**src/rtl/vpic_pkg.sv**
```systemverilog
package vpic_pkg;
  localparam int unsigned ADDR_W = 16;
  localparam logic [7:0] CALL_OPCODE = 8'hCD;
  localparam logic [7:0] CMD_EOI     = 8'h20;

  typedef enum logic [1:0] {
    SEL_MASK    = 2'd0,
    SEL_BASE_LO = 2'd1,
    SEL_BASE_HI = 2'd2,
    SEL_CMD     = 2'd3
  } reg_sel_e;

  typedef enum logic [1:0] {
    PH_OPCODE  = 2'd0,
    PH_ADDR_LO = 2'd1,
    PH_ADDR_HI = 2'd2
  } ack_phase_e;
endpackage

```
**src/rtl/vpic_req_latch.sv**
```systemverilog
module vpic_req_latch #(
  parameter int unsigned N = 8
) (
  input  logic         clk,
  input  logic         rst_n,
  input  logic [N-1:0] irq_in,
  input  logic [N-1:0] clr,
  output logic [N-1:0] irr_o
);
  logic [N-1:0] sync1_q, sync2_q, prev_q, irr_q;
  logic [N-1:0] irr_d;

  genvar g;
  generate
    for (g = 0; g < N; g++) begin : g_line
      always_comb begin
        irr_d[g] = irr_q[g];
        if (sync2_q[g] && !prev_q[g]) irr_d[g] = 1'b1;
        if (!sync2_q[g] || clr[g])    irr_d[g] = 1'b0;
      end
    end
  endgenerate

  always_ff @(posedge clk or negedge rst_n) begin
    if (!rst_n) begin
      sync1_q <= '0;
      sync2_q <= '0;
      prev_q  <= '0;
      irr_q   <= '0;
    end else begin
      sync1_q <= irq_in;
      sync2_q <= sync1_q;
      prev_q  <= sync2_q;
      irr_q   <= irr_d;
    end
  end

  assign irr_o = irr_q;
endmodule

```
**src/rtl/vpic_resolver.sv**
```systemverilog
module vpic_resolver #(
  parameter int unsigned N     = 8,
  parameter int unsigned LVL_W = $clog2(N)
) (
  input  logic [N-1:0]     irr,
  input  logic [N-1:0]     mask,
  input  logic [N-1:0]     isr,
  output logic             req_any,
  output logic [LVL_W-1:0] req_lvl,
  output logic             isr_any,
  output logic [LVL_W-1:0] isr_lvl,
  output logic             int_req
);
  logic [N-1:0] eligible;
  assign eligible = irr & ~mask;

  always_comb begin
    req_any = 1'b0;
    req_lvl = LVL_W'(N - 1);
    isr_any = 1'b0;
    isr_lvl = LVL_W'(N - 1);
    for (int i = N - 1; i >= 0; i--) begin
      if (eligible[i]) begin
        req_any = 1'b1;
        req_lvl = LVL_W'(i);
      end
      if (isr[i]) begin
        isr_any = 1'b1;
        isr_lvl = LVL_W'(i);
      end
    end
  end

  assign int_req = req_any && (!isr_any || (req_lvl < isr_lvl));
endmodule

```
**src/rtl/vpic_ack_seq.sv**
```systemverilog
module vpic_ack_seq
  import vpic_pkg::*;
#(
  parameter int unsigned LVL_W  = 3,
  parameter int unsigned STRIDE = 4
) (
  input  logic              clk,
  input  logic              rst_n,
  input  logic              inta_n,
  input  logic              req_any,
  input  logic [LVL_W-1:0]  req_lvl,
  input  logic [ADDR_W-1:0] base,
  output logic              capture_o,
  output logic [1:0]        phase_o,
  output logic [7:0]        dbus_o,
  output logic              dbus_oe
);
  logic             inta_q;
  ack_phase_e       phase_q, phase_d;
  logic [LVL_W-1:0] lvl_q, lvl_d;
  logic             fall, rise;
  logic [ADDR_W-1:0] target;

  assign fall = inta_q && !inta_n;
  assign rise = !inta_q && inta_n;
  assign capture_o = fall && (phase_q == PH_OPCODE) && req_any;

  always_comb begin
    phase_d = phase_q;
    lvl_d   = lvl_q;
    if (fall && phase_q == PH_OPCODE) lvl_d = req_any ? req_lvl : LVL_W'((1 << LVL_W) - 1);
    if (rise) begin
      unique case (phase_q)
        PH_OPCODE:  phase_d = PH_ADDR_LO;
        PH_ADDR_LO: phase_d = PH_ADDR_HI;
        default:    phase_d = PH_OPCODE;
      endcase
    end
  end

  always_ff @(posedge clk or negedge rst_n) begin
    if (!rst_n) begin
      inta_q  <= 1'b1;
      phase_q <= PH_OPCODE;
      lvl_q   <= '0;
    end else begin
      inta_q  <= inta_n;
      phase_q <= phase_d;
      lvl_q   <= lvl_d;
    end
  end

  assign target = base + ADDR_W'(lvl_q) * ADDR_W'(STRIDE);

  always_comb begin
    unique case (phase_q)
      PH_OPCODE:  dbus_o = CALL_OPCODE;
      PH_ADDR_LO: dbus_o = target[7:0];
      default:    dbus_o = target[15:8];
    endcase
  end

  assign dbus_oe = !inta_n;
  assign phase_o = phase_q;
endmodule

```
**src/rtl/vpic_top.sv**
```systemverilog
module vpic_top
  import vpic_pkg::*;
#(
  parameter int unsigned N      = 8,
  parameter int unsigned STRIDE = 4
) (
  input  logic         clk,
  input  logic         rst_n,
  input  logic [7:0]   irq_in,
  input  logic         wr_en,
  input  logic [1:0]   wr_addr,
  input  logic [7:0]   wr_data,
  input  logic         inta_n,
  output logic         int_o,
  output logic [7:0]   dbus_o,
  output logic         dbus_oe
);
  localparam int unsigned LVL_W = $clog2(N);

  logic [1:0] rst_pipe_q;
  logic       rst_s;

  always_ff @(posedge clk or negedge rst_n) begin
    if (!rst_n) rst_pipe_q <= 2'b00;
    else        rst_pipe_q <= {rst_pipe_q[0], 1'b1};
  end
  assign rst_s = rst_pipe_q[1];

  logic [N-1:0]      mask_q, mask_d;
  logic [ADDR_W-1:0] base_q, base_d;
  logic [N-1:0]      isr_q, isr_d;
  logic [N-1:0]      irr;
  logic [N-1:0]      set_vec, clr_vec;
  logic              req_any, isr_any, int_req, capture, eoi_wr;
  logic [LVL_W-1:0]  req_lvl, isr_lvl;
  logic [1:0]        phase;
  logic              mask_en, base_lo_en, base_hi_en;

  assign mask_en    = wr_en && (wr_addr == SEL_MASK);
  assign base_lo_en = wr_en && (wr_addr == SEL_BASE_LO);
  assign base_hi_en = wr_en && (wr_addr == SEL_BASE_HI);
  assign eoi_wr     = wr_en && (wr_addr == SEL_CMD) && (wr_data == CMD_EOI);

  vpic_req_latch #(.N(N)) u_req (
    .clk(clk), .rst_n(rst_s), .irq_in(irq_in[N-1:0]), .clr(set_vec), .irr_o(irr)
  );

  vpic_resolver #(.N(N), .LVL_W(LVL_W)) u_res (
    .irr(irr), .mask(mask_q), .isr(isr_q),
    .req_any(req_any), .req_lvl(req_lvl),
    .isr_any(isr_any), .isr_lvl(isr_lvl), .int_req(int_req)
  );

  vpic_ack_seq #(.LVL_W(LVL_W), .STRIDE(STRIDE)) u_ack (
    .clk(clk), .rst_n(rst_s), .inta_n(inta_n),
    .req_any(req_any), .req_lvl(req_lvl), .base(base_q),
    .capture_o(capture), .phase_o(phase), .dbus_o(dbus_o), .dbus_oe(dbus_oe)
  );

  always_comb begin
    set_vec = '0;
    clr_vec = '0;
    if (capture)          set_vec[req_lvl] = 1'b1;
    if (eoi_wr && isr_any) clr_vec[isr_lvl] = 1'b1;
    isr_d  = (isr_q & ~clr_vec) | set_vec;
    mask_d = mask_q;
    base_d = base_q;
    if (mask_en)    mask_d = wr_data[N-1:0];
    if (base_lo_en) base_d[7:0]  = wr_data;
    if (base_hi_en) base_d[15:8] = wr_data;
  end

  always_ff @(posedge clk or negedge rst_s) begin
    if (!rst_s) begin
      mask_q <= '0;
      base_q <= '0;
      isr_q  <= '0;
    end else begin
      mask_q <= mask_d;
      base_q <= base_d;
      isr_q  <= isr_d;
    end
  end

  assign int_o = int_req;
endmodule

```
**config.mk**
```make
export PLATFORM = sky130hd
export DESIGN_NAME = vpic_top
export DESIGN_NICKNAME = d
export VERILOG_FILES = /design/src/rtl/vpic_pkg.sv /design/src/rtl/vpic_req_latch.sv /design/src/rtl/vpic_resolver.sv /design/src/rtl/vpic_ack_seq.sv /design/src/rtl/vpic_top.sv
export SDC_FILE = /design/constraint.sdc
export NUM_CORES = 1
export LEC_CHECK = 0
export ABC_CLOCK_PERIOD_IN_PS = 7300
export BUFFER_PORTS_ARGS = -buffer_cell sky130_fd_sc_hd__buf_2
export CAP_MARGIN = 20
export CORE_ASPECT_RATIO = 0.75
export CORE_UTILIZATION = 60
export DETAILED_ROUTE_END_ITERATION = 10
export PLACE_DENSITY = 0.81
export SYNTH_ARGS = -nofsm -noshare
export SYNTH_HDL_FRONTEND = slang
export SYNTH_SLANG_ARGS = --single-unit
```
**constraint.sdc**
```tcl
create_clock -name clk -period 7.3 [get_ports clk]
set_clock_uncertainty 0.1 [all_clocks]
set_input_delay 1.825 -clock clk [delete_from_list [all_inputs] [get_ports clk]]
set_output_delay 1.825 -clock clk [all_outputs]
set_load 0.005 [all_outputs]
```
==> summary.txt <==
Power
  – Clock power frac: 27.2%
  – Switching Share: 32.5%
  – Comb pwr share: 25.2%
  – Worst VDD drop: about 180 uV
  – Flop pwr share: 47.6%
  – Static leakage: between 1.5 and 2 nW
  – Int Pwr: 0.764 mW
  – Pwr dens: 321 mW/mm2
  – Net Switching: 0.369 mW

Placed design
  – IO Port Bufs: 31
  – Post-Place Worst Slack: ~3.3 ns
  – Final Wtd Congestion: 0.907
  – Dpl hpwl: approximately 4500 um

Synth
  – Xor/xnor share of the synthesized area: 3.11%
  – Simple-Gate Fraction of Synth Area: 14.7%
  – Largest family of logic cells by synthesized area: simple AND/OR/NAND/NOR gates
  – Synth unique cells: 46
  – Number of synthesized register bits: between 70 and 80
  – Synth warn: 0
  – Sequential area share after synthesis: ~58%
  – Synth Area per Inst: between 10 and 15 um2
  – Synth Area in Compound Gates: between 10% and 20%
  – Post-Syn Area: 0.00310 mm2
  – Post-synth EDFFs: 0
  – Mux cell area share after synthesis: 8.72%
  – Primary FF master, synth: dfrtp_1
  – Syn nets: between 200 and 300
  – Syn Inst Count: 264
  – Synth Area in Adders: 2.26%
  – FFs w/ async S/R, synth: 100%

Drt
  – DR DRC count: 0
  – Met2 wire len: approximately 2800 um
  – Met3 wire len: 423 um
  – Met1 wire length: ~2800 um
  – Routed WL per cell: 16.5 um
  – Routed vias: 2138
  – Drt first pass iters: 4
  – Drt via density: 5.78
  – Post-route ant nets: 0
  – Drt total wl: between 6000 and 7000 um
  – DR iter-0 viols: 171
  – Top Layer Used: met4

Clock network
  – CTS Buffer Depth: 2
  – Root buf cell: clkbuf_8
  – Clock latency on the worst-skew pair: 0.35 ns
  – Clock slew at reported path FFs: roughly 0.080 ns
  – H-Tree Level Count: 3
  – Number of post-CTS setup repair buffers: 0
  – CTS Buf Count: 9
  – CTS Hold Bufs: 0
  – CTS Sinks: 72
  – CTS resizes: 0
  – TritonCTS clock tree: done

STA
  – Period Utilization, post-route: around three fifths
  – Relative slew slack: 51.5%
  – Fmax: 0.227 GHz
  – Max-slew violations: 0
  – Final hold violation count: 0
  – RSZ-0062 raised after global routing: no
  – Worst-Margin Slew: 0.728 ns
  – Fin worst setup slack: 2.90 ns
  – Tmin final: 4.40 ns
  – # setup viols final: 0
  – TNS Setup: 0 ns

Global routing
  – Largest net degree at the start of global routing: 62
  – GR Util All Layers: 26.2%
  – Initial antenna violation count: 0
  – Global route overflow: 0
  – Global-route wire length before repair: 10200 um
  – Vias in the first global route: 2098

Floorplanning
  – Die W: around 85 um
  – Initial core utilization: a little over three fifths
  – I/O pins: 32
  – DIE AREA: 0.00546 mm2
  – Num rows: 22
  – Core area: 0.00493 mm2
  – Die Y: 64.2 um

Hold path
  – Worst hold-check path type: reg2async

Setup path
  – Crit path DAT: 2.48 ns
  – WP data required: 5.38 ns
  – Critical Path End Type: output pin
  – Critical path launch point type: flop
  – Slowest stage delay, CP: 0.39 ns
  – Worst-path cell with the longest stage delay: fa_1
  – Kind of critical path: reg2out
  – Cells along the critical path: ha_1, inv_1, fa_1, nand2b_1, a211oi_1, nand4_1, xor2_1, a22oi_1, buf_2
  – Max Fanout on Critical Path: 3

Cells and area
  – Final net count: 332
  – Diode count: 0
  – Layout overhead on the synthesized area: 13.7%
  – Share of layout cells above drive strength 1: 25.8%

Run
  – Max-cap violation count: 0

Status
  – Outcome: finished, final reports clean
-- final timing paths --
| path | startpoint | endpoint | slack [ns] | cells past startpoint |
|---|---|---|---|---|
| min | rst_pipe_q[1] | base_q[9] | 0.02 | 0 |
| max reg2reg | u_req.irr_o[5] | u_req.irr_o[3] | 5.18 | 5 |
| max in group asynchronous | rst_n | rst_pipe_q[1] | 5.85 | 1 |
| min in group clk | u_req.sync1_q[4] | u_req.sync2_q[4] | 0.25 | 0 |
| max | base_q[2] | dbus_o[6] | 2.90 | 9 |
| min reg2reg | rst_pipe_q[1] | base_q[9] | 0.02 | 0 |
-- cell usage in the layout (no fill, tap or decap), drive strengths merged, types with 2 or more instances in the layout --
cell / Yosys / final
o21ai: 16 / 16
nand3b: 3 / 3
dfrtp: 71 / 71
o31a: 2 / 2
nor4: 2 / 2
xor2: 5 / 5
mux2: 24 / 24
or3: 3 / 3
clkinvlp: 0 / 2
nand4: 5 / 5
nand2: 21 / 21
nand2b: 10 / 10
buf: 1 / 32
nor2: 14 / 14
a22o: 3 / 3
nor3: 5 / 5
inv: 21 / 23
or4: 2 / 2
a211oi: 2 / 2
a21o: 3 / 3
nand3: 5 / 5
clkbuf: 1 / 10
nor3b: 2 / 2
and3: 4 / 4
ha: 4 / 4
xnor2: 6 / 6
o22ai: 2 / 2
a221oi: 2 / 2
a21oi: 7 / 7
a22oi: 3 / 3
nor2b: 3 / 3
-- routing by layer --
metal | global-route usage, % | up-vias
met3 | 10.3 | 10
met5 | 0 | -
met1 | 35.9 | 1057
li1 | - | 1007
met4 | 8.69 | 0
met2 | 38.3 | 64
-- Yosys cell counts (4+ instances only) --
library cell	count	share of area, %
a21oi_1	7	1.1
and3_1	4	0.81
dfrtp_1	71	57
ha_1	4	1.6
inv_1	21	2.5
mux2_2	24	8.7
nand2_1	21	2.5
nand2b_1	10	2.0
nand3_1	5	0.81
nand4_1	5	1.0
nor2_1	14	1.7
o21ai_0	15	2.4
xnor2_1	6	1.7
xor2_1	5	1.4
-- final cells by class --
type                       count  area, um2
multi-input combinational    169       1210
inverter                      21       78.8
timing repair buffer          32        163
fill                         342       1400
tap                           60       75.1
clock inverter                 6       67.6
clock buffer                  10        128
sequential                    72       1800
-- logic make-up after synthesis --
kind of cell | count (synthesis)
simple gates | 81
buf+inv | 23
other cells | 1
mux | 24
flops | 72
xor+xnor | 11
compound gates | 47
fa+ha+maj | 5
-- critical path, delay by kind of cell, from the launching register on --
family                   cells  cell delay (ns)
adder cells (fa/ha/maj)      2             0.59
buffers and inverters        2             0.21
AO/OA/AOI/OAI                2             0.48
flip-flops                   1             0.35
AND/OR/NAND/NOR              2             0.34
XOR/XNOR                     1             0.16
-- power groups by stage --
stage / sequential, mW / combinational (mW) / clock [mW]
floorplan: 0.521 / 0.206 / 0
global placement: 0.539 / 0.275 / 0
detailed placement: 0.543 / 0.284 / 0
CTS: 0.536 / 0.287 / 0.317
global route: 0.549 / 0.323 / 0.330
finish: 0.539 / 0.285 / 0.308
-- sequential cells by signal, indices dropped and copies added (netlist names) --
name / flops
rst_pipe_q: 2
u_ack.phase_o: 2
mask_q: 8
u_req.prev_q: 8
u_ack.inta_q: 1
isr_q: 8
u_req.sync2_q: 8
u_ack.lvl_q: 3
u_req.irr_o: 8
base_q: 16
u_req.sync1_q: 8
-- metrics by stage --
stage	area [um2]	hold WS (ns)	total power, mW	std cells	utilization, %
detailed placement	3330	0.0155	0.827	354	67.6
CTS	3520	0.0230	1.14	370	71.5
finish	3520	0.0175	1.13	370	71.5
floorplan	3100	0.231	0.728	264	-
global route	3520	0.0367	1.20	370	71.5
global placement	3330	0.0149	0.814	354	67.6
Note: power is estimated with default switching activity, not from simulation.
